### src/rtl/convDetectPkg.sv
package convDetectPkg;
  localparam int CHAR_W = 8;
  localparam logic [CHAR_W-1:0] DIRECT_OPEN_RAW  = 8'h3B;
  localparam logic [CHAR_W-1:0] INVERSE_OPEN_RAW = 8'h03;

  typedef struct packed {
    logic emit;
    logic useInverse;
    logic flagBad;
  } ctrlStrobes_t;
endpackage

### src/rtl/convCtrl.sv
module convCtrl
  import convDetectPkg::*;
#(
  parameter int DATA_W = CHAR_W
) (
  input  logic              clk,
  input  logic              rstN,
  input  logic              rawValid,
  input  logic [DATA_W-1:0] rawData,
  input  logic              armInit,
  input  logic              clrInit,
  output logic              initMode,
  output logic              inverseConv,
  output ctrlStrobes_t      strobes
);
  localparam logic [DATA_W-1:0] DIRECT_PAT  = DATA_W'(DIRECT_OPEN_RAW);
  localparam logic [DATA_W-1:0] INVERSE_PAT = DATA_W'(INVERSE_OPEN_RAW);

  logic isDirect, isInverse, hitOpen;

  always_comb begin
    isDirect  = (rawData == DIRECT_PAT);
    isInverse = (rawData == INVERSE_PAT);
    hitOpen   = 1'b0;
    strobes   = '0;
    strobes.useInverse = inverseConv;
    if (rawValid) begin
      if (initMode) begin
        if (isDirect || isInverse) begin
          hitOpen            = 1'b1;
          strobes.emit       = 1'b1;
          strobes.useInverse = isInverse;
        end else begin
          strobes.flagBad = 1'b1;
        end
      end else begin
        strobes.emit = 1'b1;
      end
    end
  end

  always_ff @(posedge clk) begin
    if (!rstN) begin
      initMode    <= 1'b1;
      inverseConv <= 1'b0;
    end else begin
      if (hitOpen) inverseConv <= isInverse;
      if (armInit) initMode <= 1'b1;
      else if (clrInit || hitOpen) initMode <= 1'b0;
    end
  end

  // arming always takes effect
  a_r8_arm_sets: assert property (@(posedge clk) disable iff (!rstN)
    armInit |=> initMode);
  // clear without arm leaves the mode
  a_r8_clr_clears: assert property (@(posedge clk) disable iff (!rstN)
    (clrInit && !armInit) |=> !initMode);
  // convention only moves on a character seen in initial-character mode
  a_r4_conv_stable: assert property (@(posedge clk) disable iff (!rstN)
    !(initMode && rawValid) |=> $stable(inverseConv));
  // inverse convention only rises from an opening character
  a_r3_inv_rise: assert property (@(posedge clk) disable iff (!rstN)
    $rose(inverseConv) |-> $past(initMode && rawValid && rawData == INVERSE_PAT));
endmodule

### src/rtl/convDatapath.sv
module convDatapath
  import convDetectPkg::*;
#(
  parameter int DATA_W = CHAR_W
) (
  input  logic              clk,
  input  logic              rstN,
  input  ctrlStrobes_t      strobes,
  input  logic [DATA_W-1:0] rawData,
  input  logic              rawParity,
  input  logic              parityOdd,
  output logic              outValid,
  output logic [DATA_W-1:0] outByte,
  output logic              outParityErr,
  output logic              badInitial
);
  logic [DATA_W-1:0] flipped, decoded;
  logic              effParity, parErr;

  for (genvar i = 0; i < DATA_W; i++) begin : g_flip
    assign flipped[DATA_W-1-i] = ~rawData[i];
  end

  always_comb begin
    decoded   = strobes.useInverse ? flipped : rawData;
    effParity = rawParity ^ strobes.useInverse;
    parErr    = (^{decoded, effParity}) ^ parityOdd;
  end

  always_ff @(posedge clk) begin
    if (!rstN) begin
      outValid     <= 1'b0;
      outByte      <= '0;
      outParityErr <= 1'b0;
      badInitial   <= 1'b0;
    end else begin
      outValid   <= strobes.emit;
      badInitial <= strobes.flagBad;
      if (strobes.emit) begin
        outByte      <= decoded;
        outParityErr <= parErr;
      end
    end
  end

  // an emitted byte and an invalid-initial pulse never coincide
  a_r10_exclusive: assert property (@(posedge clk) disable iff (!rstN)
    !(outValid && badInitial));
  // an invalid-initial pulse lasts one cycle unless a new strobe refreshed it
  a_r4_bad_pulse: assert property (@(posedge clk) disable iff (!rstN)
    (badInitial && !strobes.flagBad) |=> !badInitial);
endmodule

### src/rtl/convDetect.sv
module convDetect
  import convDetectPkg::*;
#(
  parameter int DATA_W = CHAR_W
) (
  input  logic              clk,
  input  logic              rstN,
  input  logic              rawValid,
  input  logic [DATA_W:0]   rawChar,
  input  logic              parityOdd,
  input  logic              armInit,
  input  logic              clrInit,
  output logic              outValid,
  output logic [DATA_W-1:0] outByte,
  output logic              outParityErr,
  output logic              badInitial,
  output logic              initMode,
  output logic              inverseConv
);
  ctrlStrobes_t strobes;

  convCtrl #(.DATA_W(DATA_W)) ctrl_i (
    .clk(clk), .rstN(rstN), .rawValid(rawValid), .rawData(rawChar[DATA_W-1:0]),
    .armInit(armInit), .clrInit(clrInit), .initMode(initMode),
    .inverseConv(inverseConv), .strobes(strobes)
  );

  convDatapath #(.DATA_W(DATA_W)) data_i (
    .clk(clk), .rstN(rstN), .strobes(strobes), .rawData(rawChar[DATA_W-1:0]),
    .rawParity(rawChar[DATA_W]), .parityOdd(parityOdd), .outValid(outValid),
    .outByte(outByte), .outParityErr(outParityErr), .badInitial(badInitial)
  );

  // no output without a character in the previous cycle
  a_r10_needs_raw: assert property (@(posedge clk) disable iff (!rstN)
    (outValid || badInitial) |-> $past(rawValid));
  // leaving the mode without software involvement emits a byte
  a_r2_exit_emits: assert property (@(posedge clk) disable iff (!rstN)
    (initMode && rawValid && !armInit && !clrInit && !badInitial) ##1 !initMode |-> outValid);
endmodule

### config.mk
export PLATFORM = sky130hd
export DESIGN_NAME = convDetect
export DESIGN_NICKNAME = d
export VERILOG_FILES = /design/src/rtl/convDetectPkg.sv /design/src/rtl/convCtrl.sv /design/src/rtl/convDatapath.sv /design/src/rtl/convDetect.sv
export SDC_FILE = /design/constraint.sdc
export NUM_CORES = 1
export LEC_CHECK = 0
export BUFFER_PORTS_ARGS = -buffer_cell sky130_fd_sc_hd__buf_2
export CAP_MARGIN = 30
export CORE_UTILIZATION = 49
export CTS_CLUSTER_SIZE = 40
export DETAILED_ROUTE_END_ITERATION = 6
export PLACE_DENSITY_LB_ADDON = 0.25
export SYNTH_ARGS = -nofsm -noshare
export SYNTH_HDL_FRONTEND = slang
export SYNTH_SLANG_ARGS = --single-unit
### constraint.sdc
create_clock -name clk -period 2.6 [get_ports clk]
set_input_delay 0.13 -clock clk [delete_from_list [all_inputs] [get_ports clk]]
set_output_delay 0.13 -clock clk [all_outputs]
set_load 0.02 [all_outputs]
# Yosys cells after proc, flatten, opt, wreduce, memory -nomap -nowiden
# Cells that the tools add are included.
# W data, S select, Z words.
op_classes:
  bitwise: 11
  reduce_logical: 5
  muxes: 9
  n_eq_ne: 2
op_table:
  columns: ["op", "count"]
  rows:
  - ["$not A1 Y1", 9]
  - ["$reduce_xor A9 Y1", 1]
  - ["$eq A8 B2 Y1 const B", 1]
  - ["$eq A8 B6 Y1 const B", 1]
  - ["$mux W8", 1]
  - ["$mux W1", 5]
  - ["$mux W2", 2]
  - ["$mux W3", 1]
  - ["$reduce_and A3 Y1", 1]
  - ["$logic_or A1 B1 Y1", 2]
  - ["$reduce_or A2 Y1", 1]
  - ["$xor A1 B1 Y1", 2]
totals:
  input_bits: 15
  out_inout_bits: 13
  elab_cells: 33
  register_bits: 13

# Depth between registers and ports, before layout
depth:
  depth_word: 8
  mapped_depth: 6
  mapped_depth_nobuf: 5

# By module
# From an unflattened synthesis, not the netlist that was laid out.
unflattened:
  hier_cells: 87
  area_unflattened_um2: 748.2
modules_own_cells:
  columns: ["mod", "n_inst", "seq_area_each_um2", "cells_each", "area_per_inst_um2"]
  rows:
  - ["convDatapath", 1, 220.2, 62, 565.5]
  - ["convCtrl", 1, 40.0, 25, 182.7]

# Worst setup path before layout
# OpenSTA, ideal clock, no wires.
synth_path:
  path_kind: "register -> register"
  start: "register ctrl_i.initMode"
  end: "register data_i.outByte[7]"
  arrival_ps: 1672
  period_less_slack_ps: 1741
  stages_incl_launch_ff: 6
  n_path_buf: 0
  required_ps: 2530
  setup_time_ps: 70
  setup_slack_ps: 859
  path_cell_list: "dfxtp_1 nand2_1 a2111o_1 a21oi_2 mux2_1 a21oi_1"
synth_via:
  elab_chain_cells: 3
  elab_cells_between_ends: 4
  classes_between: "mux: 4"
synth_rtl:
  columns: ["element", "line_no", "rtl"]
  rows:
  - ["from (decl)", "convCtrl.sv:12", "output logic initMode,"]
  - ["from (signal assigned)", "convCtrl.sv:44", "initMode <= 1'b1;"]
  - ["from (signal assigned)", "convCtrl.sv:48", "if (armInit) initMode <= 1'b1;"]
  - ["from (signal assigned)", "convCtrl.sv:49", "else if (clrInit || hitOpen) initMode <= 1'b0;"]
  - ["$mux W2", "convCtrl.sv:28", "if (initMode) begin"]
  - ["$mux W3 *", "convCtrl.sv:27", "if (rawValid) begin"]
  - ["$mux W8", "convDatapath.sv:25", "decoded = strobes.useInverse ? flipped : rawData;"]
  - ["to (signal assigned)", "convDatapath.sv:40", "outByte <= decoded;"]
  - ["to (decl)", "convDatapath.sv:13", "output logic [DATA_W-1:0] outByte,"]
# Every way passes the cells marked *; elsewhere a longest branch is shown, timed or not.
# A chain may end at the register's enable or synchronous reset.

# Final worst setup path
# Ends and elaborated chain as after synthesis.

==> impl_metrics.json <==
{
  "grt.met2_usage_pct": 34.8,
  "htreeDepth": 1,
  "use_met3_pct": 8.52,
  "peakVddDrop_v": 0.000397,
  "cts_tree": "yes",
  "slew_headroom_pct": 55.7,
  "rsz0062_at_grt": "false",
  "cts-hold-fix-buffers": 0,
  "antenna_found_initial": 0,
  "yosys_warnings": 0,
  "grt_pass1_wl_um": 2330,
  "ctsResizeCount": 0,
  "syn_inst": 78,
  "synth-main-ff-cell": "dfxtp_1",
  "async_reset_ff_share_pct": 0,
  "tns_ps": 0,
  "synth_seq_cells": 13,
  "routabilityCongestion": 0.819,
  "avgSynthCellArea_um2": 8.95,
  "seq_area_frac_synth_pct": 37.3,
  "worst_pin_slew_ps": 658,
  "dp_hpwl_um": 1190,
  "post-cts-setup-buffer-count": 0,
  "grt-ovfl-total": 0,
  "synth_cell_types": 32,
  "dr.pass1.iters": 4,
  "fillers": 117,
  "nets": 123,
  "maxCapViolations": 0,
  "p_leak_nw": 0.400,
  "fin_cells": 122,
  "top_usage_layer": "met2",
  "portBuffers": 27,
  "syn-num-nets": 93,
  "viasPerCell": 5.55,
  "dpl.cell_count": 118,
  "die_height_um": 39.7,
  "endpoint_kind": "flop",
  "cts.sinks": 13,
  "drt-wirelength-per-cell_um": 13.0,
  "core-area_um2": 1320,
  "hp-class": "primary input to flop",
  "fmax_ghz": 0.554,
  "via_count": 677,
  "required_ps": 2810,
  "finalSetupViolCount": 0,
  "pin_count": 28,
  "drc": 0,
  "area_delta_synth_final_pct": 24.4,
  "cp_max_fo": 6,
  "grt_use_met1_pct": 29.0,
  "final_common_cell": "buf_2",
  "grt.total_usage_pct": 23.2,
  "grt_pass1_vias": 531,
  "grt_max_degree": 15,
  "synth-edff-count": 0,
  "clockRootBuffer": "clkbuf_4",
  "rows": 13,
  "post-route-min-period_ps": 1810,
  "timing.final.crit_share_pct": 69.5,
  "dieArea_um2": 1580,
  "cp.arrival_ps": 2020,
  "fin_skew_ps": 3.35,
  "clock_latency_ps": 280,
  "postRouteAntennaNets": 0,
  "finalHoldViolCount": 0,
  "num_antenna_cells": 0,
  "max-clock-path-buffers": 2,
  "mostFrequentLayoutCells": "buf_2, dfxtp_1, xnor2_1",
  "cts.clk_slew.worst_paths_ps": 80,
  "finalWirelength_um": 1580,
  "powerDensity_nw_per_um2": 492,
  "status": "finished, final reports clean",
  "netlist_area_um2": 698,
  "worst_setup_path_start_kind": "flop",
  "drive_gt1_share_pct": 32.7,
  "die_x_um": 39.7,
  "drt_iter0_markers": 7,
  "slew_viol_final": 0,
  "cts_buffers": 3,
  "initial_core_util_pct": 53.0,
  "critical_path_class": "flop to flop"
}
==> worst max-delay path, stage by stage, from the launching register on <==
cell and delay (ps):
dfxtp_1 420, nand2_1 100, a2111o_1 460, a21oi_2 270, mux2_1 340, a21oi_1 150
==> final timing paths <==
path / start / end / slack [ps] / depth (start not counted)
max: ctrl_i.initMode / data_i.outByte[7] / 790 / 5
min: armInit / ctrl_i.initMode / 40 / 2
max reg2reg: ctrl_i.initMode / data_i.outByte[7] / 790 / 5
min reg2reg: data_i.outByte[0] / data_i.outByte[0] / 460 / 2
==> logic make-up (layout without fill, tap and decap cells) <==
family                 count (synthesis)  count (layout)  share of synthesized area [%]
AO/OA/AOI/OAI                         25              25                           28.0
AND/OR/NAND/NOR                       20              20                           15.1
flip-flops                            13              13                           37.3
XOR/XNOR                               9               9                           11.3
buffers and inverters                  9              38                           5.38
multiplexers                           2               2                           3.05
==> layer usage <==
layer / part of all wire, % / vias to the layer above / wire (um)
li1: - / 342 / -
met1: 49 / 300 / 769
met2: 43 / 31 / 688
met3: 6.1 / 4 / 97
met4: 1.7 / 0 / 27
met5: 0 / - / 0
==> state kept, by name (all words and copies together) (netlist names) <==
register	flops
ctrl_i.initMode	1
ctrl_i.inverseConv	1
data_i.badInitial	1
data_i.outByte	8
data_i.outParityErr	1
data_i.outValid	1
==> Yosys cell counts (all sizes together), types with 2 or more instances <==
library cell	number	share of area, %
o21ai	3	2.1
a21oi	6	4.8
o221ai	3	3.8
nand2	7	3.8
nor2	6	3.2
inv	7	3.8
dfxtp	13	37
nand4bb	2	3.9
o211a	2	2.9
a211oi	4	5.0
a311o	2	3.0
xnor2	8	10
==> report_power, final <==
| group | leakage (nW) | switching [mW] | total [mW] | internal (mW) |
|---|---|---|---|---|
| Combinational | 0.277 | 0.0511 | 0.0932 | 0.0421 |
| Clock | 0.0177 | 0.0671 | 0.124 | 0.0571 |
| Sequential | 0.106 | 0.00363 | 0.210 | 0.206 |
==> area by class of cell <==
cell class                 instances  area (um2)  area share, %
tap                               15        18.8           2.16
sequential                        13         260           30.0
inverter                           7        26.3           3.03
timing repair buffer              27         135           15.6
multi-input combinational         56         400           46.1
clock inverter                     1        5.00          0.576
clock buffer                       3        22.5           2.59
==> stage by stage <==
| stage | hold WS, ps | power [mW] | cell area (um2) | worst slack, ps | util [%] |
|---|---|---|---|---|---|
| floorplan | 237 | 0.274 | 698 | 859 | - |
| global placement | 328 | 0.305 | 841 | 603 | 63.8 |
| detailed placement | 333 | 0.307 | 841 | 588 | 63.8 |
| CTS | 39.7 | 0.433 | 868 | 830 | 65.9 |
| global route | 43.0 | 0.451 | 868 | 716 | 65.9 |
| finish | 42.6 | 0.427 | 868 | 794 | 65.9 |
(Power assumes the default switching activity.)
